===== config.mk =====
export PLATFORM = sky130hd
export DESIGN_NAME = inv_bus_xcvr
export DESIGN_NICKNAME = d
export VERILOG_FILES = /design/src/rtl/inv_bus_xcvr_pkg.sv /design/src/rtl/xcvr_capture_reg.sv /design/src/rtl/xcvr_dir_decode.sv /design/src/rtl/xcvr_port_drive.sv /design/src/rtl/inv_bus_xcvr.sv
export SDC_FILE = /design/constraint.sdc
export NUM_CORES = 1
export LEC_CHECK = 0
export ABC_AREA = 1
export BUFFER_PORTS_ARGS = -buffer_cell sky130_fd_sc_hd__buf_2
export CAP_MARGIN = 40
export CORE_MARGIN = 2
export CORE_UTILIZATION = 50
export DETAILED_ROUTE_END_ITERATION = 7
export GPL_TIMING_DRIVEN = 0
export MAX_ROUTING_LAYER = met4
export PLACE_DENSITY = 0.8
export SETUP_SLACK_MARGIN = 0.02
export SKIP_CTS_REPAIR_TIMING = 1
export SYNTH_ARGS = -nofsm -noshare
export SYNTH_HDL_FRONTEND = slang
export SYNTH_SLANG_ARGS = --single-unit

===== constraint.sdc =====
create_clock -name clk -period 1.71 [get_ports clk]
set_input_delay 0.171 -clock clk [delete_from_list [all_inputs] [get_ports clk]]
set_output_delay 0.171 -clock clk [all_outputs]
set_load 0.05 [all_outputs]

===== src/rtl/inv_bus_xcvr_pkg.sv =====
package inv_bus_xcvr_pkg;
  typedef enum logic {
    DRIVE_A = 1'b0,
    DRIVE_B = 1'b1
  } drive_side_e;

  typedef enum logic {
    SRC_LIVE   = 1'b0,
    SRC_STORED = 1'b1
  } src_kind_e;
endpackage


===== src/rtl/xcvr_capture_reg.sv =====
module xcvr_capture_reg #(
  parameter int WIDTH = 8
) (
  input  logic             clk,
  input  logic             rst,
  input  logic             load,
  input  logic [WIDTH-1:0] d,
  output logic [WIDTH-1:0] q
);
  always_ff @(posedge clk) begin
    if (rst)       q <= '0;
    else if (load) q <= d;
  end

  AST_CAPTURE_TAKES_D: assert property (@(posedge clk) disable iff (rst)
    load |=> (q == $past(d)));
  AST_CAPTURE_HOLDS: assert property (@(posedge clk) disable iff (rst)
    !load |=> $stable(q));
endmodule


===== src/rtl/xcvr_dir_decode.sv =====
module xcvr_dir_decode
  import inv_bus_xcvr_pkg::*;
(
  input  logic oe_n,
  input  logic dir,
  output logic a_en,
  output logic b_en
);
  drive_side_e side;

  always_comb begin
    side = drive_side_e'(dir);
    a_en = !oe_n && (side == DRIVE_A);
    b_en = !oe_n && (side == DRIVE_B);
  end
endmodule


===== src/rtl/xcvr_port_drive.sv =====
module xcvr_port_drive
  import inv_bus_xcvr_pkg::*;
#(
  parameter int WIDTH = 8
) (
  input  logic             en,
  input  logic             use_stored,
  input  logic [WIDTH-1:0] live,
  input  logic [WIDTH-1:0] stored,
  output logic [WIDTH-1:0] out
);
  src_kind_e           kind;
  logic [WIDTH-1:0]    picked;

  always_comb begin
    kind   = src_kind_e'(use_stored);
    picked = (kind == SRC_STORED) ? stored : live;
    out    = en ? ~picked : '0;
  end
endmodule


===== src/rtl/inv_bus_xcvr.sv =====
module inv_bus_xcvr #(
  parameter int WIDTH = 8
) (
  input  logic             clk,
  input  logic             rst,
  input  logic             cap_a,
  input  logic             cap_b,
  input  logic             oe_n,
  input  logic             dir,
  input  logic             sel_ab,
  input  logic             sel_ba,
  input  logic [WIDTH-1:0] a_in,
  output logic [WIDTH-1:0] a_out,
  output logic             a_oe,
  input  logic [WIDTH-1:0] b_in,
  output logic [WIDTH-1:0] b_out,
  output logic             b_oe
);
  logic [WIDTH-1:0] held_a;
  logic [WIDTH-1:0] held_b;

  xcvr_capture_reg #(.WIDTH(WIDTH)) u_hold_a (
    .clk(clk), .rst(rst), .load(cap_a), .d(a_in), .q(held_a)
  );

  xcvr_capture_reg #(.WIDTH(WIDTH)) u_hold_b (
    .clk(clk), .rst(rst), .load(cap_b), .d(b_in), .q(held_b)
  );

  xcvr_dir_decode u_decode (
    .oe_n(oe_n), .dir(dir), .a_en(a_oe), .b_en(b_oe)
  );

  // Port B is fed only from port A's input or register, never from b_in.
  xcvr_port_drive #(.WIDTH(WIDTH)) u_drive_b (
    .en(b_oe), .use_stored(sel_ab), .live(a_in), .stored(held_a), .out(b_out)
  );

  // Port A is fed only from port B's input or register, never from a_in.
  xcvr_port_drive #(.WIDTH(WIDTH)) u_drive_a (
    .en(a_oe), .use_stored(sel_ba), .live(b_in), .stored(held_b), .out(a_out)
  );

  AST_ONE_DRIVER: assert property (@(posedge clk) disable iff (rst)
    $countones({a_oe, b_oe}) <= 1);
  AST_ISOLATED: assert property (@(posedge clk) disable iff (rst)
    oe_n |-> (!a_oe && !b_oe));
  AST_B_LIVE_INV: assert property (@(posedge clk) disable iff (rst)
    (b_oe && !sel_ab) |-> (b_out == ~a_in));
  AST_A_LIVE_INV: assert property (@(posedge clk) disable iff (rst)
    (a_oe && !sel_ba) |-> (a_out == ~b_in));
  AST_QUIET_A: assert property (@(posedge clk) disable iff (rst)
    !a_oe |-> (a_out == '0));
  AST_QUIET_B: assert property (@(posedge clk) disable iff (rst)
    !b_oe |-> (b_out == '0));
endmodule


==> results.txt <==
- The flow ran to the end, and the final reports show no timing, DRC or antenna violations.
- Post-route cell area: 0.00122 mm^2
- Input and output buffers added on the ports amount to 37.
- Sum of met2 wire segment lengths after detailed routing: 1080 um
- Detailed routing placed a total of 145 um of wire on met3.
- By area, the combinational part of the netlist is dominated by simple AND/OR/NAND/NOR gates.
- The number of antenna violations at the first check in global routing came to 0.
- The clock passes through at most 2 buffers.
* Per-instance average area after synthesis: 5.64 um^2
- In this run the critical register-to-register path is launched from u_hold_b.q[4].
- The critical path is of the flop to output port type.
* Routability Congestion: 0.789
* HPWL after detailed placement: 1680 um
- Post-route core utilization: 64.3%
- Beginning of the critical path: u_hold_a.q[3]
- CORE AREA: 0.00190 mm^2
- Clock Latency Late Sink: 0.28 ns
- Gr ovfl total: 0
- The floorplan step set the die width to 48.3 um.
* Slowest CP cell: dfxtp_1
* CTS tree: built
- Path type of the worst min-delay path: primary input to flop
- Top-Level Pins: 42
- Number of cell rows: 16
- Net switching is 35.5% of the power.
- Summed over all layers, the routed wires come to 2200 um.
- Setup repair after global routing left no endpoint under its margin.
* Cell Pwr Density: 722 mW/mm^2
- Share of power burned in registers: 46.7%
* Critical path launch point type: flop
- Walking the worst path, the cells encountered are nand2_1, nand2_1, nor2_1, buf_2.
- Origin of the worst min-delay path: cap_a
- Area of the mapped netlist: 982 um^2
* Top layer reached by signal wires: met4
* Fraction of power consumed by the clock network: 22.1%
- Final hold violations: 0
- The initial utilization of the core area, before any placement, comes to 51.6%.
- In this run the cell area measured after placement is 0.00120 mm^2.
- Number of levels in the clock H-tree: 1
- Clock-pin slew was measured on the worst setup and hold paths at 0.09 ns.
- Final period util: 73.3%
* Total Die Area: 0.00233 mm^2
* Vias per cell: 4.54
* Number of clock sinks: 16
- Highest clock frequency the design can meet: 798 MHz
- The share of the Yosys chip area taken by registers is 32.6%.
* Area fraction in compound gates after synthesis: 0%
- Dividing the detail-routed wire length by the instance count gives 9.12 um.
* Clock period minus final worst setup slack: 1.25 ns
- Post-synthesis cell type count: 10
- Headroom to the max-slew limit: 76.9%
- Relative to the synthesized area, the layout overhead comes to 24.6%.
* Setup clock skew after layout: 0 ns
- After the last flow step, the layout net total stands at 240.
- Number of global-route vias before repair: 952
- In this design, the stage delay of the slowest critical-path cell is 0.33 ns.
- CP arrival: 1.08 ns
* Gate count after technology mapping: 174
- The routed layout has 1094 vias.
- Setup violations remaining at the end of the flow were counted as 0.
- DRC violations left: 0
- The most numerous cell type found on the critical path is nand2_1.
* Int Pwr: 0.570 mW
- Root buffer cell: clkbuf_4
* Share of synthesized cell area in full adder, half adder and majority cells: 0%
- Of the total synthesized cell area, the portion taken by AND, OR, NAND and NOR gates is 51.0%.
* Iteration count of the initial detailed-routing pass: 4
- In the final timing run, aggregate negative setup slack is 0 ns.
* Share of cell area taken by muxes after synthesis: 0%
- Peak fanout along the critical path: 2
- Share of cells above drive strength 1: 24.8%
* Non-filler instance count after layout: 241
- The number of pins exceeding their max-slew limit in the final report is 0.
* Slew at the pin with the worst max-slew slack: 0.346 ns
- In this run the remaining antenna-violating nets after routing total 0.
* Max cap viols: 0
- Overall track demand over capacity in global routing: 20.1%
- The die is 48.3 um tall.
- The synthesized netlist devotes 0% of its cell area to XOR and XNOR gates.
- In this run the power spent charging and discharging nets is 0.313 mW.
- Worst path required time: 1.54 ns
- The worst-case IR drop observed on VDD is 0.521 mV.
- Type of destination of the critical path: output port
- During synthesis, Yosys emitted a total of 0 warnings.
* First-pass GRT wire length: 3710 um
- In this run the static leakage power is 0.767 nW.
- The number of placed instances, taps included, is 238.
- Initial drt markers: 20
- In the final routing, the length of wire on met1 measures 956 um.
- Synthesis inferred 16 register bits.
* Combinational cell fraction of total power: 31.2%
* Maximum number of pins on one net before global-route repair: 11
* Syn_nets: 198
* Diodes inserted: 0
- In this run, CTS created clock tree buffers numbering 3.
## sequential cells by signal, summed over array words and instances (netlist names)
signal      cells
u_hold_a.q      8
u_hold_b.q      8
## critical path: cells and delay by family, from the launching register on
kind / cells / cell delay, ns
buffers and inverters: 1 / 0.27
DFF: 1 / 0.33
and+or+nand+nor: 3 / 0.20
## synth_stat cells
| library cell | number | area, um^2 |
|---|---|---|
| nand2_1 | 71 | 267 |
| nor2_1 | 56 | 210 |
| inv_1 | 18 | 67.6 |
| dfxtp_1 | 16 | 320 |
| buf_6 | 5 | 56.3 |
| buf_4 | 2 | 15.0 |
| inv_2 | 2 | 7.51 |
| nand2_2 | 2 | 12.5 |
| buf_8 | 1 | 15.0 |
| nor2_4 | 1 | 11.3 |
## final cells by class
class	instances	area (um^2)
Sequential cell	16	320
Tap cell	27	33.8
Clock buffer	3	22.5
Multi-Input combinational cell	130	500
Inverter	20	75.1
Buffer	8	86.3
Timing Repair Buffer	37	185
Fill cell	182	678
## through the flow
step / hold slack, ns / power, mW / setup slack (ns)
floorplan: 0.340 / 0.626 / 0.267
global placement: 0.449 / 0.688 / 0.583
detailed placement: 0.455 / 0.697 / 0.569
CTS: 0.148 / 0.890 / 0.447
global route: 0.162 / 0.933 / 0.367
finish: 0.154 / 0.883 / 0.457
## cell families after synthesis
group	Yosys count
AND/OR/NAND/NOR	130
buffers and inverters	28
flip-flops	16
## power groups by stage
stage          Sequential, mW  Clock, mW  Combinational (mW)
6_report                0.413      0.195               0.276
4_1_cts                 0.412      0.201               0.277
5_1_grt                 0.415      0.213               0.304
3_3_place_gp            0.419          0               0.269
2_1_floorplan           0.417          0               0.208
3_5_place_dp            0.421          0               0.276
## cells in the final DEF (no fill, tap or decap)
cell and count:
nand2_1 71, buf_6 5, clkbuf_4 3, nor2_4 1, inv_1 18, nor2_1 56, buf_2 37, inv_2 2
dfxtp_1 16, buf_4 2, buf_8 1, nand2_2 2
## per-layer routing
metal  global-route usage, %  vias up
li1                        -      579
met1                    22.2      472
met2                    35.6       39
met3                    4.32        4
met4                    7.14        0
met5                       -        -
## final timing paths
path	cells past startpoint	end	slack (ns)
hold reg to reg	2	u_hold_b.q[7]	0.48
setup / recovery	4	b_out[3]	0.46
setup reg to reg	2	u_hold_b.q[4]	1.14
hold / removal	4	u_hold_a.q[4]	0.15
No activity file was read; power rests on OpenSTA's default activity.
